$ cat config.mk
export PLATFORM = sky130hd
export DESIGN_NAME = spi_buf_master
export DESIGN_NICKNAME = d
export VERILOG_FILES = /design/src/rtl/spi_buf_pkg.sv /design/src/rtl/spi_tick_gen.sv /design/src/rtl/spi_bit_seq.sv /design/src/rtl/spi_buf_master.sv
export SDC_FILE = /design/constraint.sdc
export NUM_CORES = 1
export LEC_CHECK = 0
export CORE_MARGIN = 2
export CORE_UTILIZATION = 25
export CTS_CLUSTER_DIAMETER = 60
export DETAILED_ROUTE_END_ITERATION = 6
export SYNTH_ARGS = -nofsm -noshare
export SYNTH_HDL_FRONTEND = slang
export SYNTH_SLANG_ARGS = --single-unit
$ cat constraint.sdc
create_clock -name clk -period 8.94 [get_ports clk]
set_clock_uncertainty 0.1 [all_clocks]
set_input_delay 1.788 -clock clk [delete_from_list [all_inputs] [get_ports clk]]
set_output_delay 1.788 -clock clk [all_outputs]
set_load 0.02 [all_outputs]
$ cat src/rtl/spi_buf_pkg.sv
// Package: shared types for the buffered SPI master.
// Assumes nothing beyond standard SystemVerilog.
package spi_buf_pkg;
    typedef enum logic [1:0] {
        SRC_DIV_A = 2'd0,
        SRC_DIV_B = 2'd1,
        SRC_DIV_C = 2'd2,
        SRC_TMR   = 2'd3
    } spi_clk_src_e;
endpackage

$ cat src/rtl/spi_tick_gen.sv
// Half-period tick generator. While run is high it emits one-cycle ticks,
// either from a system-clock divider or from the external timer pulse.
// Assumes sel is stable while run is high; the counter restarts whenever run is low.
module spi_tick_gen
    import spi_buf_pkg::*;
#(
    parameter int DIV_A = 4,
    parameter int DIV_B = 16,
    parameter int DIV_C = 64
) (
    input  logic         clk,
    input  logic         rst_n,
    input  logic         run,
    input  spi_clk_src_e sel,
    input  logic         tmr_tick,
    output logic         tick
);
    localparam int HALF_MAX = DIV_C / 2;
    localparam int LIMW     = (HALF_MAX > 2) ? $clog2(HALF_MAX) : 1;
    localparam logic [LIMW-1:0] LIM_A = LIMW'(DIV_A / 2 - 1);
    localparam logic [LIMW-1:0] LIM_B = LIMW'(DIV_B / 2 - 1);
    localparam logic [LIMW-1:0] LIM_C = LIMW'(DIV_C / 2 - 1);

    logic [LIMW-1:0] cnt_q;
    logic [LIMW-1:0] lim;

    // Choose the terminal count for the selected divider.
    always_comb begin
        case (sel)
            SRC_DIV_A: lim = LIM_A;
            SRC_DIV_B: lim = LIM_B;
            default:   lim = LIM_C;
        endcase
    end

    // Raise a tick on terminal count, or pass the timer pulse through.
    always_comb begin
        if (sel == SRC_TMR) tick = run & tmr_tick;
        else                tick = run & (cnt_q == lim);
    end

    // Count system clocks within one half-period.
    always_ff @(posedge clk) begin
        if (!rst_n || !run)      cnt_q <= '0;
        else if (sel != SRC_TMR) cnt_q <= (cnt_q == lim) ? '0 : cnt_q + 1'b1;
    end

    // every divider half-period is at least two clocks long.
    a_r4_no_back_to_back: assert property (@(posedge clk) disable iff (!rst_n)
        (tick && sel != SRC_TMR && run) |=> !tick);
endmodule

$ cat src/rtl/spi_bit_seq.sv
// Bit sequencer: counts ticks within a transfer and decodes which tick
// toggles sck, drives the next bit, samples sdi, or ends the transfer.
// Assumes cke and smp are stable while a transfer runs.
module spi_bit_seq #(
    parameter int W = 8
) (
    input  logic clk,
    input  logic rst_n,
    input  logic start,
    input  logic tick,
    input  logic cke,
    input  logic smp,
    output logic toggle,
    output logic launch,
    output logic sample,
    output logic finish
);
    localparam int NTOG = 2 * W;
    localparam int LAST = 2 * (W - 1);
    localparam int CW   = $clog2(NTOG + 2);

    logic [CW-1:0] n_q;
    logic [CW-1:0] n_nxt;
    int            d_l;
    int            d_s;
    int            end_n;

    // Decode the number of the tick now arriving into per-tick actions.
    always_comb begin
        n_nxt  = n_q + 1'b1;
        d_l    = int'(n_nxt) - int'(cke);
        d_s    = int'(n_nxt) - int'(cke) - 1 - int'(smp);
        end_n  = (cke && smp) ? NTOG + 1 : NTOG;
        toggle = tick && (int'(n_nxt) <= NTOG);
        launch = tick && (d_l >= 0) && (d_l[0] == 1'b0) && (d_l <= LAST);
        sample = tick && (d_s >= 0) && (d_s[0] == 1'b0) && (d_s <= LAST);
        finish = tick && (int'(n_nxt) == end_n);
    end

    // Hold the count of ticks seen since the transfer began.
    always_ff @(posedge clk) begin
        if (!rst_n || start) n_q <= '0;
        else if (tick)       n_q <= n_nxt;
    end

    // middle sampling never shares a tick with a data change.
    a_r8_mid_split: assert property (@(posedge clk) disable iff (!rst_n)
        (!smp && tick) |-> !(launch && sample));
    // no bit is driven on the closing tick.
    a_r7_no_late_launch: assert property (@(posedge clk) disable iff (!rst_n)
        finish |-> !launch);
endmodule

$ cat src/rtl/spi_buf_master.sv
// Buffered SPI master top: one buffer register for both directions, a hidden
// shift register, sticky completion and collision flags, and a configurable
// clock source, polarity, launch edge and sample point.
// Assumes configuration inputs change only while busy is low.
module spi_buf_master
    import spi_buf_pkg::*;
#(
    parameter int W     = 8,
    parameter int DIV_A = 4,
    parameter int DIV_B = 16,
    parameter int DIV_C = 64
) (
    input  logic         clk,
    input  logic         rst_n,
    input  logic [1:0]   cfg_clk_sel,
    input  logic         cfg_cpol,
    input  logic         cfg_cke,
    input  logic         cfg_smp,
    input  logic         tmr_tick,
    input  logic         wr_en,
    input  logic [W-1:0] wr_data,
    output logic [W-1:0] rd_data,
    input  logic         done_clr,
    input  logic         wcol_clr,
    output logic         done,
    output logic         wcol,
    output logic         busy,
    output logic         sck,
    output logic         sdo,
    input  logic         sdi
);
    logic [W-1:0] buf_q, sr_q, sr_smp, sr_nxt;
    logic         busy_q, done_q, wcol_q, sck_q, sdo_q;
    logic         start, tick, toggle, launch, sample, finish;

    assign start = wr_en & ~busy_q;

    spi_tick_gen #(.DIV_A(DIV_A), .DIV_B(DIV_B), .DIV_C(DIV_C)) u_tick (
        .clk(clk), .rst_n(rst_n), .run(busy_q),
        .sel(spi_clk_src_e'(cfg_clk_sel)), .tmr_tick(tmr_tick), .tick(tick)
    );

    spi_bit_seq #(.W(W)) u_seq (
        .clk(clk), .rst_n(rst_n), .start(start), .tick(tick),
        .cke(cfg_cke), .smp(cfg_smp),
        .toggle(toggle), .launch(launch), .sample(sample), .finish(finish)
    );

    // Merge a sampled bit into the LSB, then shift left if a bit is driven.
    always_comb begin
        sr_smp = sample ? {sr_q[W-1:1], sdi} : sr_q;
        sr_nxt = launch ? {sr_smp[W-2:0], 1'b0} : sr_smp;
    end

    // Transfer datapath: buffer, shift register, serial clock and data out.
    always_ff @(posedge clk) begin
        if (!rst_n) begin
            buf_q  <= '0;
            sr_q   <= '0;
            sdo_q  <= 1'b0;
            sck_q  <= cfg_cpol;
            busy_q <= 1'b0;
        end else if (busy_q) begin
            if (toggle) sck_q <= ~sck_q;
            sr_q <= sr_nxt;
            if (launch) sdo_q <= sr_smp[W-1];
            if (finish) begin
                buf_q  <= sr_smp;
                busy_q <= 1'b0;
            end
        end else begin
            sck_q <= cfg_cpol;
            if (wr_en) begin
                busy_q <= 1'b1;
                buf_q  <= wr_data;
                if (!cfg_cke) begin
                    sdo_q <= wr_data[W-1];
                    sr_q  <= {wr_data[W-2:0], 1'b0};
                end else begin
                    sr_q  <= wr_data;
                end
            end
        end
    end

    // Sticky status flags; a set outranks a clear on the same edge.
    always_ff @(posedge clk) begin
        if (!rst_n) begin
            done_q <= 1'b0;
            wcol_q <= 1'b0;
        end else begin
            if (busy_q && finish) done_q <= 1'b1;
            else if (done_clr)    done_q <= 1'b0;
            if (busy_q && wr_en)  wcol_q <= 1'b1;
            else if (wcol_clr)    wcol_q <= 1'b0;
        end
    end

    assign rd_data = buf_q;
    assign done    = done_q;
    assign wcol    = wcol_q;
    assign busy    = busy_q;
    assign sck     = sck_q;
    assign sdo     = sdo_q;

    // the closing tick raises done and drops busy.
    a_r3_done_on_finish: assert property (@(posedge clk) disable iff (!rst_n)
        (busy_q && finish) |=> (done_q && !busy_q));
    // after 16 toggles sck is back at the idle level.
    a_r6_sck_home: assert property (@(posedge clk) disable iff (!rst_n)
        (busy_q && finish) |=> (sck_q == $past(cfg_cpol)));
    // a write during a transfer flags a collision.
    a_r9_wcol_set: assert property (@(posedge clk) disable iff (!rst_n)
        (busy_q && wr_en) |=> wcol_q);
    // a refused write leaves the buffer alone.
    a_r9_buf_kept: assert property (@(posedge clk) disable iff (!rst_n)
        (busy_q && wr_en && !finish) |=> $stable(buf_q));
    // a write while idle starts a transfer.
    a_r1_start: assert property (@(posedge clk) disable iff (!rst_n)
        (!busy_q && wr_en) |=> busy_q);
endmodule

# Yosys cells after proc, flatten, opt, wreduce, memory -nomap -nowiden
# Cells that the tools add are included.
[totals]
reg_bits = 31
inputBits = 20
out_inout_bits = 13
elab_cells = 82
[op_classes]
addsub = 5
n_lt_le_gt_ge = 5
eq_ne = 9
mux = 26
n_bitwise = 7
reduce_logical = 21
[ops]
columns = ["cell", "n"]
rows = [
  [">= comparator 32 x 1 -> 1 bit, second input constant", 2],
  ["<= comparator 32 x 5 -> 1 bit, second input constant", 2],
  ["2-to-1 mux 8 bit", 7],
  ["equality test 6 x 32 -> 1 bit", 1],
  ["subtractor 32 x 2 -> 32 bit", 1],
  ["subtractor 32 x 2 -> 32 bit, second input constant", 1],
  ["2-to-1 mux 1 bit", 17],
  ["logical AND 1 bit", 11],
  ["adder 5 x 1 -> 5 bit, second input constant", 2],
  ["case mux 5 bit (2 select lines)", 1],
  ["!= test 2 x 1 -> 1 bit, second input constant", 3],
  ["nonzero test 2 bit", 3],
  ["subtractor 5 x 1 -> 6 bit", 1],
  ["equality test 5 bit", 1],
  ["<= comparator 5 bit, second input constant", 1],
  ["2-to-1 mux 5 bit", 1],
  ["NOT 1 bit", 4],
  ["AND 1 bit", 3],
  ["!= test 3 x 2 -> 1 bit, second input constant", 1],
  ["AND reduction 3 bit", 1],
  ["equality test 2 x 1 -> 1 bit, second input constant", 1],
  ["equality test 2 bit, second input constant", 1],
  ["zero test 1 bit", 2],
  ["zero test 2 bit", 1],
  ["3 further kinds", 4],
]

# Longest topological paths before layout
[depth]
depth_word = 11
depth_mapped = 15
ltp_nobuf = 14

# Hierarchy
# Synthesis repeated with hierarchy kept, for this count alone.
[hier_totals]
cells_unflattened = 217
area_unflattened_um2 = 1935.6
[modules_own_cells]
columns = ["module", "instances", "cells_each", "area_each_um2", "seq_area_each_um2"]
rows = [
  ["spi_buf_master", 1, 112, 1064.8, 430.4],
  ["spi_bit_seq", 1, 69, 566.8, 100.1],
  ["spi_tick_gen", 1, 36, 304.0, 100.1],
]

# Worst setup path after synthesis
# OpenSTA, ideal clock, no wires.
[synth_timing]
path_type = "input -> register"
from = "in cfg_cke"
to = "reg sr_q[0]"
setup_ps = 138
arrival_time_ps = 4143
required_ps = 8702
setup_slack_ps = 4558
cell_stages = 13
path_buffers = 0
cell_sequence = "ha_1 -> ha_1 -> nor3_1 -> a31oi_1 -> nor2_1 -> nand3_1 -> ha_1 -> nand4b_1 -> nor4_1 -> nand3_1 -> a211oi_2 -> mux2i_1 -> o32ai_1"
[synth_between]
elab_chain_cells = 10
elab_cells_between_ends = 20
classes_between = "3 x add/sub; 4 x order compare; 5 x mux; 2 x bitwise; 6 x reduce/logical"
[synth_lines]
columns = ["element", "line_no", "rtl"]
rows = [
  ["start, declared", "spi_buf_master.sv:17", "input logic cfg_cke,"],
  ["subtractor 5 x 1 -> 6 bit", "spi_bit_seq.sv:31, spi_bit_seq.sv:32", ""],
  ["subtractor 32 x 2 -> 32 bit (2 in series)", "spi_bit_seq.sv:32", "d_s = int'(n_nxt) - int'(cke) - 1 - int'(smp);"],
  [">= comparator 32 x 1 -> 1 bit", "spi_bit_seq.sv:36", "sample = tick && (d_s >= 0) && (d_s[0] == 1'b0) && (d_s <= LAST);"],
  ["logical AND 1 bit (3 in series)", "spi_bit_seq.sv:36", ""],
  ["2-to-1 mux 1 bit", "spi_buf_master.sv:51", "sr_smp = sample ? {sr_q[W-1:1], sdi} : sr_q;"],
  ["2-to-1 mux 8 bit", "spi_buf_master.sv:52", "sr_nxt = launch ? {sr_smp[W-2:0], 1'b0} : sr_smp;"],
  ["2-to-1 mux 8 bit (*)", "spi_buf_master.sv:63", "end else if (busy_q) begin"],
  ["end signal, assigned", "spi_buf_master.sv:65", "sr_q <= sr_nxt;"],
  ["end signal, assigned", "spi_buf_master.sv:78", "sr_q <= {wr_data[W-2:0], 1'b0};"],
  ["end signal, assigned", "spi_buf_master.sv:80", "sr_q <= wr_data;"],
  ["end, declared", "spi_buf_master.sv:32", "logic [W-1:0] buf_q, sr_q, sr_smp, sr_nxt;"],
]
# Mark *: on every way between the ends. The rest lies on a longest branch, timed or not. The select of a mux whose other input is x is not followed.
# A chain may end at the register's enable or synchronous reset.

# Final worst setup path
# Same ends and word-level chain as after synthesis.

==> flow_summary.json <==
{
  "total_leakage_power_nw": 0.985,
  "crit_required_ps": 8970,
  "rr_startpoint": "u_seq.n_q[0]",
  "cts_tree": "yes",
  "syn_to_final_growth_pct": 23.7,
  "synthFlopType": "dfxtp_1",
  "fp.dieW_um": 94.2,
  "cts_setup_buffers": 0,
  "grt_pass1_vias": 1728,
  "syn_avg_cell_area_um2": 8.55,
  "die_y_um": 94.2,
  "clkLatencyLatePin_ps": 280,
  "rsz0062_at_grt": "false",
  "netlist_area_um2": 2030,
  "peakVddDrop_mv": 0.116,
  "r2r_end": "sr_q[0]",
  "ys_seq_area_frac": 0.310,
  "synth_edf_count": 1,
  "utilization": 0.322,
  "drt_iter0_drc": 65,
  "vias": 1756,
  "hold_viol": 0,
  "worst_slack_ps": 3570,
  "slew_headroom": 0.362,
  "place_area_um2": 2430,
  "cts_hold_buf": 0,
  "synth.distinct_cells": 48,
  "min_period_over_period": 0.601,
  "crit_buf_inv": 1,
  "ant_nets": 0,
  "start_util": 0.261,
  "r2r_slack_ps": 5160,
  "power_density_nw_per_um2": 131,
  "slew_violations": 0,
  "min_period_ps": 5370,
  "antenna_cells": 0,
  "drt-pass1-iter-count": 4,
  "start_kind": "input port",
  "hold_start": "done",
  "worstHoldEndpoint": "done",
  "critPathMaxStageDelay_ps": 830,
  "fin_setup_tns_ps": 0,
  "grt_max_degree": 25,
  "multi_input_area_um2": 1330,
  "endpoint_kind": "register",
  "ys_async_sr_fraction": 0,
  "power.total_mw": 0.329,
  "grt_overflow": 0,
  "pre_cts_ws_ps": 3280,
  "clockBufferDepth": 2,
  "cp_top_family": "simple AND/OR/NAND/NOR gates",
  "dp.cells": 361,
  "seqCellArea_um2": 631,
  "setup_violations": 0,
  "worst_r2r_path_depth": 14,
  "cap_violations": 0,
  "wl_per_cell_um": 12.3,
  "tightest_slew_ps": 957,
  "die_area_um2": 8880,
  "hold_slack_ps": 378,
  "via_per_inst": 4.76,
  "finalInstanceArea_um2": 2520,
  "clock-sinks": 31,
  "htreeDepth": 2,
  "io-pin-count": 33,
  "critPathMaxFanout": 12,
  "nFillCells": 860,
  "antenna_found_initial": 0,
  "numCtsBuffers": 5,
  "fin_nets": 301,
  "rows": 32,
  "core_um2": 7810,
  "groute.usage.overall": 0.107,
  "routed_wl_um": 4530,
  "fin_cells": 369,
  "drc_errors": 0,
  "synth-seq-cells": 31,
  "yosys_warnings": 0,
  "cp_slowest_cell": "clkdlybuf4s50_1",
  "drive_gt1_frac": 0.0749,
  "place.gp.congestion": 0.833,
  "hold_depth": 2,
  "timing.fmax_mhz": 186,
  "cts.clk_slew.worst_paths_ps": 70,
  "synth_cells": 238,
  "path_cells": "clkdlybuf4s50_1 -> ha_1 -> nand2b_1 -> xnor2_1 -> nor3_1 -> a31oi_1 -> nor2_1 -> nand3_1 -> ha_1 -> nand4b_1 -> nor4_1 -> nand3_1 -> a211oi_2 -> mux2i_1 -> o32ai_1",
  "status": "finished clean",
  "crit_arrival_ps": 5410,
  "clockRootBuffer": "clkbuf_8",
  "place_hpwl_um": 3410,
  "portBuffers": 32,
  "critPathKind": "in -> reg",
  "ctsResizeCount": 0,
  "hold_class": "reg -> reg",
  "synth_nets": 273,
  "grt_pass1_wl_um": 7710
}
==> cells in the mapped netlist, types with 3 or more instances <==
| master | instances | area share |
|---|---|---|
| a211oi_1 | 9 | 0.033 |
| nand2_1 | 23 | 0.042 |
| nand3_1 | 13 | 0.032 |
| nand2b_1 | 6 | 0.018 |
| nor3_1 | 3 | 0.0074 |
| o211a_1 | 6 | 0.030 |
| nor2_1 | 26 | 0.048 |
| dfxtp_1 | 30 | 0.30 |
| mux2i_1 | 16 | 0.079 |
| a21oi_1 | 9 | 0.022 |
| buf_2 | 3 | 0.0074 |
| clkbuf_1 | 6 | 0.011 |
| inv_1 | 6 | 0.011 |
| o21ai_0 | 17 | 0.042 |
| xnor2_1 | 7 | 0.030 |
| xor2_1 | 5 | 0.022 |
| ha_1 | 15 | 0.092 |
==> registers in the layout, summed over array words and instances (netlist names) <==
| register | cells |
|---|---|
| busy | 1 |
| done | 1 |
| rd_data | 8 |
| sck | 1 |
| sdo | 1 |
| sr_q | 8 |
| u_seq.n_q | 5 |
| u_tick.cnt_q | 5 |
| wcol | 1 |
==> placed cells by master, fill, tap and decap left out, types with 2 or more instances in the layout <==
cell / n
clkdlybuf4s50_1: 32
ha_1: 15
o211a_1: 6
and3_1: 2
clkbuf_8: 6
nand2_1: 23
xor2_1: 5
inv_1: 6
o31ai_1: 2
o21ai_0: 17
nor4_1: 2
nor3_1: 3
nand4b_1: 2
o221ai_2: 2
a211oi_1: 9
xnor2_1: 7
dfxtp_1: 30
a31oi_1: 2
nor2_1: 26
nand3_1: 13
nand4_1: 2
nand2b_1: 6
a21oi_1: 9
mux2i_1: 16
==> where the power goes <==
part | switching [mW] | leakage (nW) | internal [mW]
logic | 0.0318 | 0.681 | 0.0311
clock network | 0.0514 | 0.0482 | 0.0621
registers | 0.00659 | 0.256 | 0.146
==> final cells by class <==
class                   count  area share
clock buffers               7      0.0343
clock inverters             1     0.00199
inverters                   6     0.00895
multi-input cells         190       0.526
flip-flops and latches     31       0.250
well taps                 102      0.0507
repair buffers             32       0.127
==> routing by layer <==
layer	routed length, um	vias to the layer above	global-route usage
li1	-	919	-
met1	2220	800	0.141
met2	2100	35	0.180
met3	198	2	0.0273
met4	10	0	0.0145
met5	0	-	0
==> kinds of logic after synthesis <==
kind of cell,count (synthesis),synth area share
AOI/OAI and AO/OA,56,0.207
xor gates and xnor gates,12,0.0517
and+or+nand+nor,91,0.221
DFF,31,0.310
muxes,16,0.0787
buffers and inverters,17,0.0387
adders and majority gates,15,0.0923
==> how the worst max path moves through the flow <==
stage	from	endpoint	slack [ps]	cells after the start
floorplan	cfg_cke	sr_q[0]	4560	13
global placement	cfg_cke	sr_q[0]	3400	15
detailed placement	cfg_cke	sr_q[0]	3280	15
CTS	cfg_cke	sr_q[0]	3570	15
global route	cfg_cke	sr_q[0]	3200	15
finish	cfg_cke	sr_q[0]	3570	15
==> worst register-to-register path, cell delays in order, from the launching register on <==
cell and delay, ps:
dfxtp_1 550, ha_1 360, nand2b_1 240, xnor2_1 160, nor3_1 180, a31oi_1 60
nor2_1 320, nand3_1 160, ha_1 280, nand4b_1 160, nor4_1 200, nand3_1 140
a211oi_2 190, mux2i_1 370, o32ai_1 150
(Power assumes the default switching activity.)
